**config.mk**
```make
export PLATFORM = sky130hd
export DESIGN_NAME = vfmt_top
export DESIGN_NICKNAME = d
export VERILOG_FILES = /design/src/rtl/vfmt_pkg.sv /design/src/rtl/vfmt_pipe.sv /design/src/rtl/vfmt_embed.sv /design/src/rtl/vfmt_top.sv
export SDC_FILE = /design/constraint.sdc
export NUM_CORES = 1
export LEC_CHECK = 0
export BUFFER_PORTS_ARGS = -buffer_cell sky130_fd_sc_hd__buf_2
export CORE_MARGIN = 3
export CORE_UTILIZATION = 62
export CTS_CLUSTER_SIZE = 10
export DETAILED_ROUTE_END_ITERATION = 7
export PLACE_DENSITY = 0.85
export SYNTH_ARGS = -nofsm -noshare
export SYNTH_HDL_FRONTEND = slang
export SYNTH_SLANG_ARGS = --single-unit
```
**constraint.sdc**
```tcl
create_clock -name clk -period 3.4 [get_ports clk]
set_input_delay 0.85 -clock clk [delete_from_list [all_inputs] [get_ports clk]]
set_output_delay 0.85 -clock clk [all_outputs]
set_load 0.03 [all_outputs]
```
**src/rtl/vfmt_pkg.sv**
```systemverilog
package vfmt_pkg;

    parameter int unsigned DATA_W = 8;

    typedef enum logic [1:0] {
        FMT_SPLIT = 2'b00,
        FMT_HDR   = 2'b01,
        FMT_CODE  = 2'b10,
        FMT_RSV   = 2'b11
    } fmt_e;

    typedef struct packed {
        logic [DATA_W-1:0] luma;
        logic [DATA_W-1:0] chroma;
        logic              href;
        logic              vblank;
        logic              act;
        logic              fld;
    } pix_t;

endpackage

```
**src/rtl/vfmt_pipe.sv**
```systemverilog
// Pixel look-ahead chain, line-flag history, byte phase and format latch.
module vfmt_pipe
    import vfmt_pkg::*;
#(
    parameter int unsigned DEPTH = 3,
    parameter int unsigned HIST  = 2
) (
    input  logic       clk,
    input  logic       rst_n,
    input  logic       stb,
    input  pix_t       pix_in,
    input  logic [1:0] fmt_req,
    output pix_t       slot,
    output logic       ahead1_href,
    output logic       ahead2_href,
    output logic       behind1_href,
    output logic       behind2_href,
    output fmt_e       fmt_act,
    output logic       byte_sel
);
    localparam int unsigned OUT_IX = DEPTH - 1;

    typedef struct packed {
        pix_t [DEPTH-1:0] sh;
        logic [HIST-1:0]  hh;
        fmt_e             fmt;
        logic             ph;
    } pipe_st_t;

    pipe_st_t st_d, st_q;

    always_comb begin
        st_d    = st_q;
        st_d.ph = 1'b1;
        if (stb) begin
            st_d.ph = 1'b0;
            st_d.sh = {st_q.sh[DEPTH-2:0], pix_in};
            st_d.hh = {st_q.hh[HIST-2:0], st_q.sh[OUT_IX].href};
            if (st_q.sh[OUT_IX-1].vblank && !st_q.sh[OUT_IX].vblank) begin
                st_d.fmt = fmt_e'(fmt_req);
            end
        end
    end

    always_ff @(posedge clk or negedge rst_n) begin
        if (!rst_n) begin
            st_q     <= '0;
            st_q.fmt <= FMT_SPLIT;
            st_q.ph  <= 1'b1;
        end else begin
            st_q <= st_d;
        end
    end

    assign slot         = st_q.sh[OUT_IX];
    assign ahead1_href  = st_q.sh[OUT_IX-1].href;
    assign ahead2_href  = st_q.sh[OUT_IX-2].href;
    assign behind1_href = st_q.hh[0];
    assign behind2_href = st_q.hh[1];
    assign fmt_act      = st_q.fmt;
    assign byte_sel     = st_q.ph;


    fmt_at_vedge_chk: assert property (@(posedge clk) disable iff (!rst_n)
        (st_q.fmt != $past(st_q.fmt)) |->
        $past(stb && st_q.sh[OUT_IX-1].vblank && !st_q.sh[OUT_IX].vblank));

endmodule

```
**src/rtl/vfmt_embed.sv**
```systemverilog
// Byte selection for the two embedded formats: markers, clipping, blanking.
module vfmt_embed
    import vfmt_pkg::*;
#(
    parameter logic [DATA_W-1:0] BLANK_Y = 8'h10,
    parameter logic [DATA_W-1:0] BLANK_C = 8'h80,
    parameter logic [DATA_W-1:0] CLIP_LO = 8'h01,
    parameter logic [DATA_W-1:0] CLIP_HI = 8'hFE
) (
    input  pix_t              slot,
    input  logic              ahead1_href,
    input  logic              ahead2_href,
    input  logic              behind1_href,
    input  logic              behind2_href,
    input  logic              hdr_mode,
    input  logic              byte_sel,
    output logic [DATA_W-1:0] emb_byte
);
    localparam logic [DATA_W-1:0] ALL1 = '1;
    localparam logic [DATA_W-1:0] ALL0 = '0;

    logic              eav_a, eav_b, sav_a, sav_b;
    logic [DATA_W-1:0] raw, clipped, xy_eav, xy_sav;

    function automatic logic [7:0] mk_xy(input logic f, input logic v, input logic h);
        return {1'b1, f, v, h, v ^ h, f ^ h, f ^ v, f ^ v ^ h};
    endfunction

    always_comb begin
        eav_a  = !slot.href && behind1_href;
        eav_b  = !slot.href && !behind1_href && behind2_href;
        sav_a  = !slot.href && !ahead1_href && ahead2_href;
        sav_b  = !slot.href && ahead1_href;
        xy_eav = mk_xy(slot.fld, slot.vblank, 1'b1);
        xy_sav = mk_xy(slot.fld, slot.vblank, 1'b0);

        raw = byte_sel ? slot.luma : slot.chroma;
        if (raw < CLIP_LO)      clipped = CLIP_LO;
        else if (raw > CLIP_HI) clipped = CLIP_HI;
        else                    clipped = raw;

        if (slot.act) emb_byte = clipped;
        else          emb_byte = byte_sel ? BLANK_Y : BLANK_C;

        if (hdr_mode) begin
            if (eav_a)      emb_byte = byte_sel ? ALL0 : ALL1;
            else if (eav_b) emb_byte = byte_sel ? xy_eav : ALL0;
            else if (sav_a) emb_byte = byte_sel ? ALL0 : ALL1;
            else if (sav_b) emb_byte = byte_sel ? xy_sav : ALL0;
        end else begin
            if (eav_a)      emb_byte = byte_sel ? BLANK_Y : ALL0;
            else if (sav_b) emb_byte = byte_sel ? BLANK_Y : ALL1;
        end
    end

endmodule

```
**src/rtl/vfmt_top.sv**
```systemverilog
module vfmt_top
    import vfmt_pkg::*;
#(
    parameter int unsigned      LOOK    = 3,
    parameter logic [DATA_W-1:0] BLANK_Y = 8'h10,
    parameter logic [DATA_W-1:0] BLANK_C = 8'h80
) (
    input  logic              clk,
    input  logic              rst_n,
    input  logic              px_stb,
    input  logic [DATA_W-1:0] y_in,
    input  logic [DATA_W-1:0] c_in,
    input  logic              href_in,
    input  logic              vref_in,
    input  logic              vact_in,
    input  logic              field_in,
    input  logic [1:0]        fmt_sel,
    input  logic              dual_port,
    input  logic [DATA_W-1:0] spare_val,
    output logic [DATA_W-1:0] port_a,
    output logic [DATA_W-1:0] port_b,
    output logic              href_out,
    output logic              vref_out,
    output logic              vact_out
);
    typedef struct packed {
        logic [DATA_W-1:0] pa;
        logic [DATA_W-1:0] pb;
        logic              hr;
        logic              vr;
        logic              va;
        logic              emb;
        logic              hdr;
    } out_st_t;

    pix_t              pix_in, slot;
    logic              a1, a2, b1, b2, bsel;
    fmt_e              fmt_act;
    logic [DATA_W-1:0] emb_byte;
    logic              split_mode;
    out_st_t           out_d, out_q;

    assign pix_in = '{luma: y_in, chroma: c_in, href: href_in,
                      vblank: vref_in, act: vact_in, fld: field_in};

    vfmt_pipe #(.DEPTH(LOOK), .HIST(2)) pipe_i (
        .clk(clk), .rst_n(rst_n), .stb(px_stb), .pix_in(pix_in),
        .fmt_req(fmt_sel), .slot(slot),
        .ahead1_href(a1), .ahead2_href(a2),
        .behind1_href(b1), .behind2_href(b2),
        .fmt_act(fmt_act), .byte_sel(bsel)
    );

    vfmt_embed #(.BLANK_Y(BLANK_Y), .BLANK_C(BLANK_C)) embed_i (
        .slot(slot), .ahead1_href(a1), .ahead2_href(a2),
        .behind1_href(b1), .behind2_href(b2),
        .hdr_mode(fmt_act == FMT_HDR), .byte_sel(bsel),
        .emb_byte(emb_byte)
    );

    always_comb begin
        split_mode = (fmt_act == FMT_SPLIT) || (fmt_act == FMT_RSV);
        out_d.hr   = slot.href;
        out_d.vr   = slot.vblank;
        out_d.va   = slot.act;
        out_d.emb  = !split_mode;
        out_d.hdr  = (fmt_act == FMT_HDR);
        if (split_mode) begin
            out_d.pa = slot.luma;
            out_d.pb = slot.chroma;
        end else begin
            out_d.pa = emb_byte;
            out_d.pb = dual_port ? emb_byte : spare_val;
        end
    end

    always_ff @(posedge clk or negedge rst_n) begin
        if (!rst_n) out_q <= '0;
        else        out_q <= out_d;
    end

    assign port_a   = out_q.pa;
    assign port_b   = out_q.pb;
    assign href_out = out_q.hr;
    assign vref_out = out_q.vr;
    assign vact_out = out_q.va;


    emb_clip_chk: assert property (@(posedge clk) disable iff (!rst_n)
        (out_q.emb && href_out && vact_out) |-> (port_a != '0 && port_a != '1));


    emb_blank_chk: assert property (@(posedge clk) disable iff (!rst_n)
        (out_q.emb && href_out && !vact_out) |-> (port_a == BLANK_C || port_a == BLANK_Y));


    hdr_pair_chk: assert property (@(posedge clk) disable iff (!rst_n)
        (out_q.hdr && !href_out && port_a == '1) |=> (port_a == '0));

endmodule

```
==> results.tsv <==
metric	value	unit
gpl congestion	0.964	
WL met3	476	µm
CTS root buf	clkbuf_8	
run status	finished, final reports clean	
ys async rst share	100	%
skew final	0.00938	ns
die area	7410	µm²
fraction of layout cells with a size suffix above 1	35.8	%
IR drop worst, VDD	0.000623	V
vias per inst	6.13	
crit path DAT	2.60	ns
EDFF count, synth	0	
number of top-level pins	53	
Most used DFF post-synth	dfrtp_1	
all-layer global routing usage	25.1	%
Post-Synth Adder-Cell Area	0.314	%
Rel. slew slack	32.8	%
Port Buffer Count	52	
Avg Cell Area, Syn	11.6	µm²
clk buf depth	2	
Final Cycle Share	69.6	%
startpoint types	flip-flop	
Die Wd	86.1	µm
Setup WS pre-CTS	1.07	ns
Seq/Total Area, Yosys	52.9	%
DR iter-0 viols	190	
clk slew on worst S/H paths	0.09	ns
setup TNS	0	ns
number of nets with antenna violations after routing	0	
CP endpoint kind	flip-flop	
hold bufs inserted after CTS	0	
Hold Vio Cnt, Final	0	
clock sinks	84	
antenna violations before repair	0	
Clock Latency Late Sink	0.35	ns
Final Net Count	418	
final wirelength	8400	µm
syn nets	379	
RSZ-0062 raised after global routing	false	
row count	28	
first-pass GRT wire length	14300	µm
Die Y	86.1	µm
GRT overflow	0	
largest net degree at the start of global routing	85	
XOR/XNOR Fraction of Synth Area	0.440	%
Compound-Gate Fraction of Synth Area	12.6	%
Final setup viols	0	
cell area after synthesis	3980	µm²
post-synthesis mux area share	20.4	%
# DRC	0	
Static Leak	1.96	nW
Cells after Synth	344	
Setup Buffers After CTS	0	
fmax	422	MHz
non-filler instance count after layout	463	
flops & latches, synth	84	
Max H-tree Level	3	
total of max-cap violations	0	
Layout area overhead	11.4	%
number of global-route vias before repair	2895	
Critical Path RT	3.63	ns
Antenna Cells	0	
crit path max fanout	23	
Netlist cell types	47	
CTS tree	built	
setup ws final	1.03	ns
Setup CP Type	flip-flop to flip-flop	
HPWL after DPL	5780	µm
TritonRoute pass-1 iters	4	
Post-Synth Simple-Gate Area	10.1	%
M1 WL	3620	µm
PD cells	708	nW/µm²
routed vias	2838	
Hold WC Path Type	flip-flop to flip-flop	
WL per Instance	18.1	µm
placed cells	447	
core footprint	6060	µm²
Final min period	2.37	ns
met2 WL	4030	µm
DR top layer	met4	
Initial Util	65.6	%
largest family of logic cells by synthesized area	multiplexers	
Slew Viols, Final	0	
worst slew pin tran	1.01	ns
Ys Warns	0	
total CTS buffers	9	
CTS resizes	0	
cell type report:
cell class              count  area (µm²)
clock buffers              10         128
clock inverters             6        46.3
fillers                   429        1630
inverters                   8        30.0
multi-input cells         227        1750
flip-flops and latches     84        2100
well taps                  75        93.8
repair buffers             53         283
synthesized netlist by cell type (all sizes together) (2+ instances only):
| master | count | area share, % |
|---|---|---|
| buf | 9 | 0.94 |
| nor3b | 3 | 0.57 |
| nand3 | 8 | 1.0 |
| o211ai | 4 | 0.75 |
| inv | 8 | 0.75 |
| a21o | 5 | 0.94 |
| o311ai | 4 | 0.88 |
| a21oi | 15 | 1.9 |
| nor2b | 6 | 0.94 |
| nand2 | 21 | 2.0 |
| o21a | 3 | 0.57 |
| o221ai | 2 | 0.44 |
| a31oi | 2 | 0.31 |
| o21ai | 17 | 2.1 |
| nand4 | 3 | 0.47 |
| a211oi | 2 | 0.38 |
| nor3 | 9 | 1.4 |
| a21boi | 3 | 0.57 |
| o22ai | 3 | 0.47 |
| mux2i | 8 | 2.0 |
| or4 | 5 | 0.94 |
| a221oi | 5 | 1.4 |
| a311oi | 2 | 0.44 |
| nand2b | 6 | 0.94 |
| nor2 | 13 | 1.2 |
| clkbuf | 16 | 1.5 |
| dfrtp | 83 | 52 |
| mux2 | 65 | 18 |
| and3 | 2 | 0.31 |
metrics by stage:
stage / instance area, µm² / hold slack (ns) / power (mW) / util [%]
3_5_place_dp: 4260 / 0.487 / 2.52 / 70.2
4_1_cts: 4430 / 0.508 / 3.15 / 73.1
5_1_grt: 4430 / 0.528 / 3.33 / 73.1
3_3_place_gp: 4260 / 0.475 / 2.49 / 70.2
2_1_floorplan: 3980 / 0.352 / 2.20 / -
6_report: 4430 / 0.505 / 3.14 / 73.1
power by group:
part,internal (mW),switching [mW]
sequential,1.22,0.177
clock,0.271,0.369
combinational,0.440,0.662
total,1.93,1.21
kinds of logic (layout without fill, tap and decap cells):
logic type | count (synthesis) | in the layout
and+or+nand+nor | 78 | 78
xor gates and xnor gates | 2 | 2
DFF | 84 | 84
AOI/OAI and AO/OA | 73 | 73
adders and majority gates | 1 | 1
buffers and inverters | 33 | 77
muxes | 73 | 73
flip-flops by register name, indices dropped and copies added (netlist names), 2 cells and up:
signal          cells
pipe_i.fmt_act      2
port_b              8
port_a              8
pipe_i.st_q        38
pipe_i.slot        20
per-layer routing:
metal,track usage (%),up-vias
met5,0,-
met4,11.7,0
met3,6.05,22
met2,38.0,92
met1,34.3,1387
li1,-,1337
worst paths after layout:
check                                 from                  end  slack [ns]  cells after the start
min in group asynchronous            rst_n  pipe_i.behind1_href        0.65                      1
min reg2reg                pipe_i.st_q[12]      pipe_i.st_q[32]        0.50                      1
max                        pipe_i.byte_sel            port_b[1]        1.03                      6
min                        pipe_i.st_q[12]      pipe_i.st_q[32]        0.50                      1
max reg2reg                pipe_i.byte_sel            port_b[1]        1.03                      6
max in group asynchronous            rst_n            port_b[0]        2.08                      1
layout by cell type (no fill, tap or decap), drive strengths merged, types with 8 or more instances in the layout:
cell type	netlist	final
buf	9	53
o21ai	17	17
nor2	13	13
a21oi	15	15
nand2	21	21
clkbuf	16	10
mux2i	8	8
dfrtp	83	83
nor3	9	9
inv	8	10
mux2	65	65
nand3	8	8
worst max-delay path, cell delays in order, from the launching register on:
cell	delay, ns
dfstp_2	0.83
mux2_2	0.39
nand3_1	0.12
a221oi_1	0.10
a2111oi_1	0.33
o22ai_1	0.16
a221o_1	0.32
Power figures use the tool's default switching activity.
